==> config.mk <==
export PLATFORM = sky130hd
export DESIGN_NAME = rn_rename
export DESIGN_NICKNAME = d
export VERILOG_FILES = /design/src/rtl/rn_pkg.sv /design/src/rtl/rn_map_table.sv /design/src/rtl/rn_free_list.sv /design/src/rtl/rn_rename.sv
export SDC_FILE = /design/constraint.sdc
export NUM_CORES = 1
export LEC_CHECK = 0
export BUFFER_PORTS_ARGS = -buffer_cell sky130_fd_sc_hd__buf_2
export CORE_MARGIN = 2
export CORE_UTILIZATION = 60
export DETAILED_ROUTE_END_ITERATION = 6
export GPL_TIMING_DRIVEN = 0
export HOLD_SLACK_MARGIN = 0.03
export PLACE_DENSITY = 0.78
export SLEW_MARGIN = 5
export SYNTH_ARGS = -nofsm -noshare
export SYNTH_HDL_FRONTEND = slang
export SYNTH_SLANG_ARGS = --single-unit
==> constraint.sdc <==
create_clock -name clk -period 4.2 [get_ports clk]
set_input_delay 0.42 -clock clk [delete_from_list [all_inputs] [get_ports clk]]
set_output_delay 0.42 -clock clk [all_outputs]
set_load 0.01 [all_outputs]
==> src/rtl/rn_pkg.sv <==
package rn_pkg;
    localparam int RN_NUM_ARCH_DEF = 8;
    localparam int RN_NUM_PHYS_DEF = 16;
endpackage

==> src/rtl/rn_map_table.sv <==
module rn_map_table #(
    parameter int NUM_ARCH = rn_pkg::RN_NUM_ARCH_DEF,
    parameter int NUM_PHYS = rn_pkg::RN_NUM_PHYS_DEF,
    localparam int AW = $clog2(NUM_ARCH),
    localparam int PW = $clog2(NUM_PHYS)
) (
    input  logic          clk,
    input  logic          rst_n,
    input  logic [AW-1:0] rd0_arch,
    input  logic [AW-1:0] rd1_arch,
    input  logic [AW-1:0] rd2_arch,
    output logic [PW-1:0] rd0_phys,
    output logic [PW-1:0] rd1_phys,
    output logic [PW-1:0] rd2_phys,
    input  logic          wr_en,
    input  logic [AW-1:0] wr_arch,
    input  logic [PW-1:0] wr_phys,
    input  logic          ckpt,
    input  logic          restore
);
    typedef struct packed {
        logic [NUM_ARCH-1:0][PW-1:0] map;
        logic [NUM_ARCH-1:0][PW-1:0] snap;
    } tbl_t;

    tbl_t tbl_d, tbl_q;

    // reads use the registered table: lookups precede the same-cycle write
    assign rd0_phys = tbl_q.map[rd0_arch];
    assign rd1_phys = tbl_q.map[rd1_arch];
    assign rd2_phys = tbl_q.map[rd2_arch];

    always_comb begin
        tbl_d = tbl_q;
        if (restore) begin
            tbl_d.map = tbl_q.snap;
        end else begin
            if (wr_en) tbl_d.map[wr_arch] = wr_phys;
            if (ckpt)  tbl_d.snap = tbl_d.map;
        end
    end

    always_ff @(posedge clk) begin
        if (!rst_n) begin
            for (int i = 0; i < NUM_ARCH; i++) begin
                tbl_q.map[i]  <= PW'(i);
                tbl_q.snap[i] <= PW'(i);
            end
        end else begin
            tbl_q <= tbl_d;
        end
    end
endmodule

==> src/rtl/rn_free_list.sv <==
module rn_free_list #(
    parameter int NUM_ARCH = rn_pkg::RN_NUM_ARCH_DEF,
    parameter int NUM_PHYS = rn_pkg::RN_NUM_PHYS_DEF,
    localparam int PW = $clog2(NUM_PHYS),
    localparam int NUM_FREE0 = NUM_PHYS - NUM_ARCH
) (
    input  logic          clk,
    input  logic          rst_n,
    input  logic          alloc_en,
    output logic [PW-1:0] head_tag,
    output logic          empty,
    input  logic          free_en,
    input  logic [PW-1:0] free_tag,
    input  logic          ckpt,
    input  logic          restore
);
    typedef struct packed {
        logic [NUM_PHYS-1:0][PW-1:0] slot;
        logic [PW:0]                 head;
        logic [PW:0]                 tail;
        logic [PW:0]                 snap_head;
    } fl_t;

    fl_t fl_d, fl_q;

    assign head_tag = fl_q.slot[fl_q.head[PW-1:0]];
    assign empty    = (fl_q.head == fl_q.tail);

    always_comb begin
        fl_d = fl_q;
        if (free_en) begin
            fl_d.slot[fl_q.tail[PW-1:0]] = free_tag;
            fl_d.tail = fl_q.tail + (PW+1)'(1);
        end
        if (restore) begin
            fl_d.head = fl_q.snap_head;
        end else begin
            if (alloc_en) fl_d.head = fl_q.head + (PW+1)'(1);
            if (ckpt)     fl_d.snap_head = fl_d.head;
        end
    end

    always_ff @(posedge clk) begin
        if (!rst_n) begin
            for (int i = 0; i < NUM_PHYS; i++) begin
                fl_q.slot[i] <= (i < NUM_FREE0) ? PW'(NUM_ARCH + i) : '0;
            end
            fl_q.head      <= '0;
            fl_q.tail      <= (PW+1)'(NUM_FREE0);
            fl_q.snap_head <= '0;
        end else begin
            fl_q <= fl_d;
        end
    end
endmodule

==> src/rtl/rn_rename.sv <==
module rn_rename #(
    parameter int NUM_ARCH = rn_pkg::RN_NUM_ARCH_DEF,
    parameter int NUM_PHYS = rn_pkg::RN_NUM_PHYS_DEF,
    localparam int AW = $clog2(NUM_ARCH),
    localparam int PW = $clog2(NUM_PHYS)
) (
    input  logic          clk,
    input  logic          rst_n,
    input  logic          dec_valid_i,
    input  logic [AW-1:0] src0_arch_i,
    input  logic [AW-1:0] src1_arch_i,
    input  logic          dst_valid_i,
    input  logic [AW-1:0] dst_arch_i,
    output logic [PW-1:0] src0_phys_o,
    output logic [PW-1:0] src1_phys_o,
    output logic [PW-1:0] dst_phys_o,
    output logic [PW-1:0] dst_old_phys_o,
    output logic          stall_o,
    input  logic          commit_valid_i,
    input  logic [PW-1:0] commit_phys_i,
    input  logic          ckpt_i,
    input  logic          restore_i
);
    logic fl_empty;
    logic want_dst;
    logic alloc;

    assign want_dst = dec_valid_i && dst_valid_i;
    assign stall_o  = want_dst && fl_empty;
    assign alloc    = want_dst && !fl_empty && !restore_i;

    rn_map_table #(.NUM_ARCH(NUM_ARCH), .NUM_PHYS(NUM_PHYS)) u_map (
        .clk      (clk),
        .rst_n    (rst_n),
        .rd0_arch (src0_arch_i),
        .rd1_arch (src1_arch_i),
        .rd2_arch (dst_arch_i),
        .rd0_phys (src0_phys_o),
        .rd1_phys (src1_phys_o),
        .rd2_phys (dst_old_phys_o),
        .wr_en    (alloc),
        .wr_arch  (dst_arch_i),
        .wr_phys  (dst_phys_o),
        .ckpt     (ckpt_i),
        .restore  (restore_i)
    );

    rn_free_list #(.NUM_ARCH(NUM_ARCH), .NUM_PHYS(NUM_PHYS)) u_free (
        .clk      (clk),
        .rst_n    (rst_n),
        .alloc_en (alloc),
        .head_tag (dst_phys_o),
        .empty    (fl_empty),
        .free_en  (commit_valid_i),
        .free_tag (commit_phys_i),
        .ckpt     (ckpt_i),
        .restore  (restore_i)
    );
endmodule

==> results of run 1 <==
synthesized netlist by cell type (5+ instances only):
cell type	number	share of area, %
o311a_1	7	0.94
o22ai_1	7	0.58
nor2b_1	12	1.0
buf_2	10	0.67
nand4_1	11	0.92
a221o_1	10	1.3
inv_1	15	0.75
nor3_1	34	2.3
o21ai_0	50	3.3
o211ai_1	8	0.80
dfxtp_1	143	38
mux2i_1	10	1.3
nor2_1	51	2.6
mux4_2	30	9.0
mux2_2	12	1.8
nand2_1	124	6.2
a211oi_1	31	3.1
buf_1	5	0.25
xnor2_1	7	0.82
buf_6	11	1.7
ha_1	5	0.84
nand2b_1	5	0.42
clkbuf_1	60	3.0
nand3_1	96	6.4
a21oi_1	52	3.5
xor2_1	5	0.58
cell type report:
| cell class | count | area share, % |
|---|---|---|
| buffer | 87 | 5.02 |
| multi-input combinational | 631 | 48.8 |
| inverter | 17 | 0.753 |
| clock inverter | 14 | 2.44 |
| tap | 168 | 2.48 |
| sequential | 143 | 33.8 |
| clock buffer | 18 | 5.18 |
| timing repair buffer | 26 | 1.54 |
worst paths after layout:
| path | start | end | slack [ns] | cells after the start |
|---|---|---|---|---|
| setup / recovery | u_free.fl_q[10]$_SDFF_PN0_ | dst_phys_o[2] | 1.08 | 6 |
| hold / removal | commit_valid_i | u_free.fl_q[5]$_SDFFE_PN0P_ | 0.33 | 3 |
| setup reg to reg | u_free.fl_q[10]$_SDFF_PN0_ | u_map.tbl_q[56]$_SDFF_PN0_ | 1.71 | 7 |
| hold reg to reg | u_free.fl_q[49]$_SDFFE_PN0P_ | u_free.fl_q[49]$_SDFFE_PN0P_ | 0.46 | 2 |
per-layer routing:
layer	GRT usage [%]	wire, um
met1	45.2	8870
met3	7.53	2420
met4	20.9	1090
met5	0	0
met2	62.7	11800
layout by cell type, fill, tap and decap left out, types with 7 or more instances in the layout:
cell type  instances
inv_1             15
nor3_1            34
clkbuf_1          60
a211oi_1          31
a21oi_1           52
buf_6             11
nor2b_1           12
dfxtp_1          143
mux4_2            30
o311a_1            7
nand3_1           96
xnor2_1            7
nand2_1          124
nor2_1            51
buf_2             36
clkbuf_16         17
nand4_1           11
o22ai_1            7
o211ai_1           8
mux2i_1           10
a221o_1           10
o21ai_0           50
mux2_2            12
through the flow:
stage | instance area [um^2] | cells | util, % | total power [mW]
final | 8480 | 1104 | 70.0 | 3.62
after global routing | 8480 | 1104 | 70.0 | 3.72
after CTS | 8480 | 1104 | 70.0 | 3.60
after detailed placement | 7830 | 1072 | 64.7 | 1.98
after global placement | 7830 | 1072 | 64.7 | 1.96
after floorplan | 7490 | 878 | - | 1.82
sequential cells by signal, indices dropped and copies added (netlist names):
signal / cells
u_map.tbl_q: 64
u_free.fl_q: 79
logic make-up after synthesis:
logic type / Yosys count / synth area share, %
adders and majority gates: 5 / 0.835
DFF: 143 / 38.2
muxes: 54 / 12.5
xor gates and xnor gates: 12 / 1.40
buffers and inverters: 104 / 6.53
AOI/OAI and AO/OA: 207 / 18.9
and+or+nand+nor: 353 / 21.7
worst max-delay path: stages (launching register included):
cell       delay, ns
dfxtp_1         0.40
buf_6           0.21
buf_2           0.23
a2111oi_0       0.12
o31ai_2         0.86
buf_6           0.28
buf_2           0.15
power groups by stage:
stage	sequential [mW]	clock, mW	combinational (mW)
after floorplan	1.47	0	0.349
after global placement	1.49	0	0.474
after detailed placement	1.49	0	0.486
after CTS	1.47	1.65	0.489
after global routing	1.47	1.71	0.538
final	1.47	1.65	0.502
==> key figures, run 1 <==
Timing
  – Final Hold Fails: 0
  – Final setup viols: 0
  – Final Max Tran Viols: 0
  – RSZ-0062 raised after global routing: no
  – Final worst slack: 1.08 ns
  – Max Clk Rate: 320 MHz
  – Tcrit/Tclk final: about three quarters
  – Hold slack final: 0.335 ns
  – Slew at the pin with the worst max-slew slack: 1.01 ns
  – Final Critical Period: 3.12 ns
  – Final Skew: about 0.0064 ns
  – TNS Setup: 0 ns
  – Rel. slew slack: between 30% and 40%

Power and ir drop
  – Gate power share: between 10% and 20%
  – Clk pwr share: 45.6%
  – Sequential share of power: 40.6%
  – Switching share of power: 27.7%
  – LEAKAGE: 3.04 nW
  – Switch Pwr: roughly 1 mW
  – PwrDens: 427 nW/um^2
  – Internal power: 2.62 mW
  – Maximum vdd drop: around 360 uV

Routing
  – First-pass iteration count of the detailed router: 7
  – Initial drt markers: 716
  – Post-route DRC: 7
  – Post-Route WL: 24.2 mm
  – Vias per inst: approximately 6.7
  – Antenna viol nets, final: 0
  – Vias: about 7500
  – Wirelength per Cell: 21.9 um

Clock tree
  – Clock-pin slew on the worst setup and hold paths: 0.06 ns
  – Clock Tree Root: clkbuf_16
  – Clk sinks: 143
  – Skew-Pair Late Insertion Delay: 0.44 ns
  – CTS H-tree depth: 4
  – Post-cts hold buffer count: 0
  – Post-CTS setup buffer count: 0
  – Total CTS buffers: 17
  – CTS tree: yes
  – Clock buffer depth: 2
  – Post-CTS sizing: 0

Synthesis
  – Primary FF master, synth: dfxtp_1
  – Syn Nets: 903
  – Synthesized instance count: 878
  – Post-Syn Area: between 7000 and 8000 um^2
  – EDFF count, synth: 0
  – YS warnings: 0
  – Library cells used by synthesis: between 60 and 70
  – #FFs+latches synth: 143
  – Post-synthesis async set-or-reset flop share: 0%
  – Sequential share of the synthesized area: 38.2%
  – Syn Area/Cell: around 8.5 um^2

Placed design
  – Setup WS pre-CTS: ~1.4 ns
  – Post-DP HPWL: 17.0 mm
  – RePlAce Congestion: 1.00
  – Port Buffers: 26

Global route
  – Grt ovf: 0
  – Largest net degree at the start of global routing: 17
  – GRT Overall Usage: roughly 37%
  – Via count of the first global-routing pass: around 7200
  – First-pass GRT wire length: 38.1 mm
  – Initial antenna violation count: 0

Setup path
  – Critical Path Sink Type: primary output
  – Crit path DAT: 2.70 ns
  – CP Max Fanout: 10
  – Setup CP Type: reg2out
  – WP data required: 3.78 ns
  – Crit start category: flop

Run status
  – Status: complete, but fails checks
  – Failing checks: DRC

Die
  – Initial core utilization: 61.8%
  – Core outline area: 12100 um^2
  – Site Rows: 40
  – Die footprint: 13400 um^2
  – I/O pins: 37
  – Die width: 116 um
  – Die height: 116 um

Cells and area
  – Multi-input gate area: 4140 um^2
  – Fin nets: 948
  – Share of cells above drive strength 1: 14.2%
  – Area growth syn-to-layout: 13.2%
  – Filler Cell Count: 986
  – Register area: 2860 um^2
  – N_diodes: 0

Hold path
  – Hold crit path type: in2reg

Job
  – Max-cap violations: 0
Power figures use the tool's default switching activity.
==> run 2, diff against run 1 <==
--- a/config.mk
+++ b/config.mk
@@ -7,11 +7,11 @@
 export LEC_CHECK = 0
 export BUFFER_PORTS_ARGS = -buffer_cell sky130_fd_sc_hd__buf_2
 export CORE_MARGIN = 2
-export CORE_UTILIZATION = 60
+export CORE_UTILIZATION = 56
 export DETAILED_ROUTE_END_ITERATION = 6
 export GPL_TIMING_DRIVEN = 0
 export HOLD_SLACK_MARGIN = 0.03
-export PLACE_DENSITY = 0.78
+export PLACE_DENSITY = 0.77
 export SLEW_MARGIN = 5
 export SYNTH_ARGS = -nofsm -noshare
 export SYNTH_HDL_FRONTEND = slang
==> constraint.sdc (replaced) <==
create_clock -name clk -period 2.6 [get_ports clk]
set_input_delay 0.26 -clock clk [delete_from_list [all_inputs] [get_ports clk]]
set_output_delay 0.26 -clock clk [all_outputs]
set_load 0.01 [all_outputs]
==> key figures, run 2 (synthesized netlist as in run 1, its figures left out) <==
Setup path
  – Slowest CP cell: dfxtp_1
  – CP Max Fanout: 10
  – Critical path, cell by cell: buf_6, buf_8, buf_12, mux4_2, a22oi_2, o31ai_4, buf_6, buf_2
  – WP data required: approximately 2.3 ns
  – Critical Path Sink Type: primary output
  – Max incr delay on CP: 0.32 ns
  – Critical Path Start: u_free.fl_q[12]$_SDFF_PN0_
  – Crit start category: flop
  – Crit path DAT: around 2.3 ns
  – Setup CP Type: reg2out
  – Most common cell on crit path: buf_6
  – R2r startpoint: u_free.fl_q[12]$_SDFF_PN0_
  – Crit Reg-Reg Endpoint: u_map.tbl_q[0]$_SDFFE_PN0P_
  – Worst reg-to-reg setup slack: ~0.25 ns
  – Worst r2r path cells: 9

Routing
  – Vias: 7367
  – First-pass iteration count of the detailed router: 6
  – Post-route DRC: 0
  – Vias per inst: around 6.6
  – Initial drt markers: 1097
  – Antenna viol nets, final: 0
  – Wirelength per Cell: 20.9 um
  – Post-Route WL: 23.5 mm

Placed design
  – Placed insts: 1080
  – RePlAce Congestion: 0.936
  – Placed inst area: around 8000 um^2
  – Post-DP HPWL: about 16 mm
  – Port Buffers: 26

Cells and area
  – Largest regs: u_free.fl_q (79), u_map.tbl_q (64)
  – Area growth syn-to-layout: 14.0%
  – Share of cells above drive strength 1: 15.0%
  – Final cell utilization of the core: 65.0%
  – Post-route cell area: 8540 um^2
  – Fin nets: 958
  – Most frequent cells in the layout: 142 x dfxtp_1, 124 x nand2_1, 96 x nand3_1
  – Reg with most FFs: u_free.fl_q
  – Max FFs per register: 79
  – Most common cell after layout, fill and taps aside: dfxtp_1
  – N_diodes: 0
  – Fin cells: 1120

Run status
  – Status: completed

Power and ir drop
  – Maximum vdd drop: 489 uV
  – LEAKAGE: 3.08 nW
  – Switching share of power: approximately 27%
  – Clk pwr share: 43.2%
  – Sequential share of power: 41.8%
  – PwrDens: 665 nW/um^2
  – Internal power: 4.13 mW
  – Switch Pwr: 1.54 mW
  – Gate power share: between 10% and 20%

Clock tree
  – CTS tree: yes
  – Total CTS buffers: 17
  – Skew-Pair Late Insertion Delay: between 0.4 and 0.5 ns
  – Clock Tree Root: clkbuf_16
  – Post-cts hold buffer count: 0
  – Clock buffer depth: 2
  – Clk sinks: 143
  – CTS H-tree depth: 4
  – Clock-pin slew on the worst setup and hold paths: 0.06 ns

Timing
  – Final Critical Period: 2.56 ns
  – Final Max Tran Viols: 0
  – Final Hold Fails: 0
  – Tcrit/Tclk final: 98.5%
  – Final Skew: 0.0104 ns
  – Final setup viols: 0
  – Hold slack final: 0.203 ns
  – Rel. slew slack: 41.1%
  – Slew at the pin with the worst max-slew slack: 0.862 ns
  – Max Clk Rate: 391 MHz

Die
  – Site Rows: 42
  – Die height: 120 um
  – I/O pins: 37
  – Die width: roughly 120 um
  – Core outline area: 13100 um^2
  – Die footprint: 14300 um^2
  – Initial core utilization: a little under three fifths

Hold path
  – WHS Endpoint: u_free.fl_q[6]$_SDFFE_PN0P_
  – Hold_sp: commit_valid_i
  – Hold path cells: 3
  – Hold crit path type: in2reg

Job
  – Max-cap violations: 0

Global route
  – Grt ovf: 0
  – Initial antenna violation count: 0
  – Largest net degree at the start of global routing: 17
  – GRT Overall Usage: 33.5%
  – Via count of the first global-routing pass: 7039
  – First-pass GRT wire length: 37.3 mm
-- run 2: cell types whose count changed in the layout (fill, tap and decap cells not counted), moves of 2 or more --
cell        delta
inv_6          -2
clkbuf_8       +4
buf_4         +10
clkinvlp_4     -2
bufinv_16      -2
clkbuf_1       +2
inv_8          -2
clkinv_4       -2
-- run 2: cell type report --
type                            count  area (um^2)
Sequential cell                   143         2860
Clock inverter                      5         78.8
Fill cell                        1121         4600
Tap cell                          176          220
Inverter                           17         63.8
Multi-Input combinational cell    631         4160
Timing Repair Buffer               37          213
Clock buffer                       25          505
Buffer                             86          438
-- run 2: power by group through the flow --
stage	registers [mW]	clock network, mW	logic, mW
floorplan	2.38	0	0.564
global placement	2.41	0	0.770
detailed placement	2.41	0	0.780
CTS	2.37	2.45	0.807
global route	2.38	2.53	0.910
finish	2.38	2.45	0.848
-- run 2: worst max-delay path by stage --
stage                                              end  slack, ns
after detailed placement                 dst_phys_o[0]       0.10
after CTS                                dst_phys_o[2]       0.02
after global placement                   dst_phys_o[0]       0.11
final                                    dst_phys_o[3]       0.04
after floorplan           u_map.tbl_q[30]$_SDFFE_PN1P_       0.64
after global routing                     dst_phys_o[0]    -0.0005
-- run 2: worst max-delay path: cells and delay by family, from the launching register on --
family,cells,cell delay [ns]
AO/OA/AOI/OAI,2,0.42
buffers and inverters,5,0.81
flip-flops,1,0.32
multiplexers,1,0.31
-- run 2: per-layer routing --
metal / wire length [um] / up-vias / GRT usage (%)
met5: 0 / - / 0
met4: 857 / 0 / 14.7
met3: 2780 / 78 / 9.93
met2: 10300 / 449 / 49.7
met1: 9560 / 3526 / 45.4
li1: - / 3314 / -
-- run 2: per-stage QoR --
step           setup WS (ns)  total power [mW]  setup TNS, ns
5_1_grt            -0.000485              5.82      -0.000485
3_5_place_dp           0.103              3.19              0
4_1_cts               0.0184              5.62              0
2_1_floorplan          0.643              2.94              0
3_3_place_gp           0.107              3.18              0
6_report              0.0394              5.68              0
-- run 2: timing repair --
item / 4_1_cts / 5_1_grt
gates resized for setup: 5 / 6
setup endpoints to repair: 4 / 6
pin swaps: 3 / 4
setup buffers: 6 / 5
==> run 3, diff against run 2 <==
--- a/config.mk
+++ b/config.mk
@@ -12,6 +12,7 @@
 export GPL_TIMING_DRIVEN = 0
 export HOLD_SLACK_MARGIN = 0.03
 export PLACE_DENSITY = 0.77
+export SETUP_SLACK_MARGIN = 0.1
 export SLEW_MARGIN = 5
 export SYNTH_ARGS = -nofsm -noshare
 export SYNTH_HDL_FRONTEND = slang
==> key figures, run 3 (synthesized netlist as in run 1, its figures left out) <==
Cells and area
  – Final cell utilization of the core: about two thirds
  – Fin nets: slightly below 1000
  – Max FFs per register: between 70 and 80
  – Area growth syn-to-layout: 14.6%
  – Most frequent cells in the layout: 142 x dfxtp_1, 124 x nand2_1, 96 x nand3_1
  – Most common cell after layout, fill and taps aside: dfxtp_1
  – Largest regs: u_free.fl_q (79), u_map.tbl_q (64)
  – Share of cells above drive strength 1: 15.5%
  – Reg with most FFs: u_free.fl_q
  – N_diodes: 0

Timing
  – Final worst slack: 0.148 ns
  – Final setup viols: 0
  – Slew at the pin with the worst max-slew slack: 0.834 ns
  – Final Critical Period: roughly 2.5 ns
  – Max Clk Rate: 408 MHz
  – Rel. slew slack: around 44%
  – Final Max Tran Viols: 0
  – RSZ-0062 raised after global routing: no
  – Tcrit/Tclk final: 94.3%
  – Final Hold Fails: 0
  – Hold slack final: between 0.2 and 0.25 ns
  – Final Skew: 0.00844 ns
  – TNS Setup: 0 ns

Global route
  – Grt ovf: 0
  – First-pass GRT wire length: 37.3 mm
  – GRT Overall Usage: 33.6%
  – Via count of the first global-routing pass: ~7000
  – Largest net degree at the start of global routing: 17
  – Initial antenna violation count: 0

Placed design
  – Post-DP HPWL: about 16 mm
  – Setup WS pre-CTS: 0.103 ns
  – RePlAce Congestion: 0.936
  – Port Buffers: 26

Job
  – Max-cap violations: 0

Die
  – Die footprint: 14300 um^2
  – I/O pins: 37
  – Core outline area: ~13000 um^2
  – Initial core utilization: between 50 and 60%
  – Die width: 120 um
  – Site Rows: 42
  – Die height: roughly 120 um

Setup path
  – Crit path DAT: 2.19 ns
  – Slowest CP cell: a2111oi_0
  – R2r startpoint: u_free.fl_q[12]$_SDFF_PN0_
  – Critical path, cell by cell: clkbuf_4, buf_2, a2111oi_0, o31ai_2, buf_6, buf_2
  – Most common cell on crit path: buf_2
  – Critical Path Start: u_free.fl_q[10]$_SDFF_PN0_
  – WP data required: 2.34 ns
  – Critical Path Sink Type: primary output
  – Max incr delay on CP: 0.53 ns
  – Crit start category: flop
  – CP Max Fanout: 10
  – Setup CP Type: reg2out

Power and ir drop
  – Maximum vdd drop: 492 uV
  – PwrDens: 660 nW/um^2
  – LEAKAGE: 3.10 nW
  – Final total power: 5.67 mW

Routing
  – Post-route DRC: 3
  – Initial drt markers: 990
  – Vias: approximately 7400
  – Post-Route WL: 23.5 mm
  – Vias per inst: 6.55
  – First-pass iteration count of the detailed router: 7
  – Antenna viol nets, final: 0
  – Wirelength per Cell: 20.9 um

Hold path
  – Hold crit path type: in2reg
  – Hold_sp: commit_phys_i[1]

Clock tree
  – Clock Tree Root: clkbuf_16
  – Total CTS buffers: 17
  – Skew-Pair Late Insertion Delay: 0.43 ns
  – CTS H-tree depth: 4
  – Clock-pin slew on the worst setup and hold paths: 0.06 ns
  – CTS tree: yes
  – Clock buffer depth: 2
  – Clk sinks: 143

Run status
  – Failing checks: DRC
  – Status: complete, but fails checks
==> run 3: changes by cell type in the layout (fill, tap and decap cells not counted), sizes merged <==
| cell | delta |
|---|---|
| clkbuf | +1 |
| buf | +3 |
==> run 3: per-layer routing <==
layer | routed length (um) | up-vias | global-route usage, %
met5 | 0 | - | 0
met4 | 737 | 0 | 14.0
met3 | 2840 | 69 | 9.65
met2 | 10400 | 466 | 50.0
met1 | 9470 | 3503 | 45.8
li1 | - | 3326 | -
==> run 3: worst max-delay path: cells and delay by family (launching register included) <==
kind                   cells  cell delay (ns)
buffers and inverters      4             0.71
AOI/OAI and AO/OA          2             0.68
DFF                        1             0.36
==> run 3: stage by stage <==
stage          instance area (um^2)  instances
2_1_floorplan                  7490        878
3_3_place_gp                   7840       1080
3_5_place_dp                   7840       1080
4_1_cts                        8510       1116
5_1_grt                        8580       1124
6_report                       8580       1124
==> run 3: timing repair <==
action / in CTS / in global routing
cloned: 1 / 0
buffers inserted: 5 / 8
gates resized for setup: 10 / 6
setup endpoints to repair: 4 / 7
pin swaps: 4 / 2
hold buffers: 0 / 0
==> run 3: area by class of cell <==
cell class,instances,area [um^2]
fill,1106,4560
timing repair buffer,40,241
inverter,17,63.8
tap,176,220
sequential,143,2870
clock inverter,5,78.8
clock buffer,25,505
multi-input combinational,631,4150
buffer,87,454
==> run 3: path summary, 6_finish.rpt <==
check,end,slack [ns],cells past startpoint
worst min register to register,u_free.fl_q[50]$_SDFFE_PN0P_,0.45,2
worst max-delay path,dst_phys_o[0],0.15,6
worst min-delay path,u_free.fl_q[32]$_SDFFE_PN0P_,0.21,3
worst max register to register,u_map.tbl_q[17]$_SDFFE_PN0P_,0.18,10
==> run 3: power breakdown <==
| group | total [mW] | internal (mW) | switching (mW) |
|---|---|---|---|
| clock | 2.44 | 1.53 | 0.913 |
| combinational | 0.852 | 0.330 | 0.522 |
| sequential | 2.37 | 2.28 | 0.0939 |
| total | 5.67 | 4.14 | 1.53 |
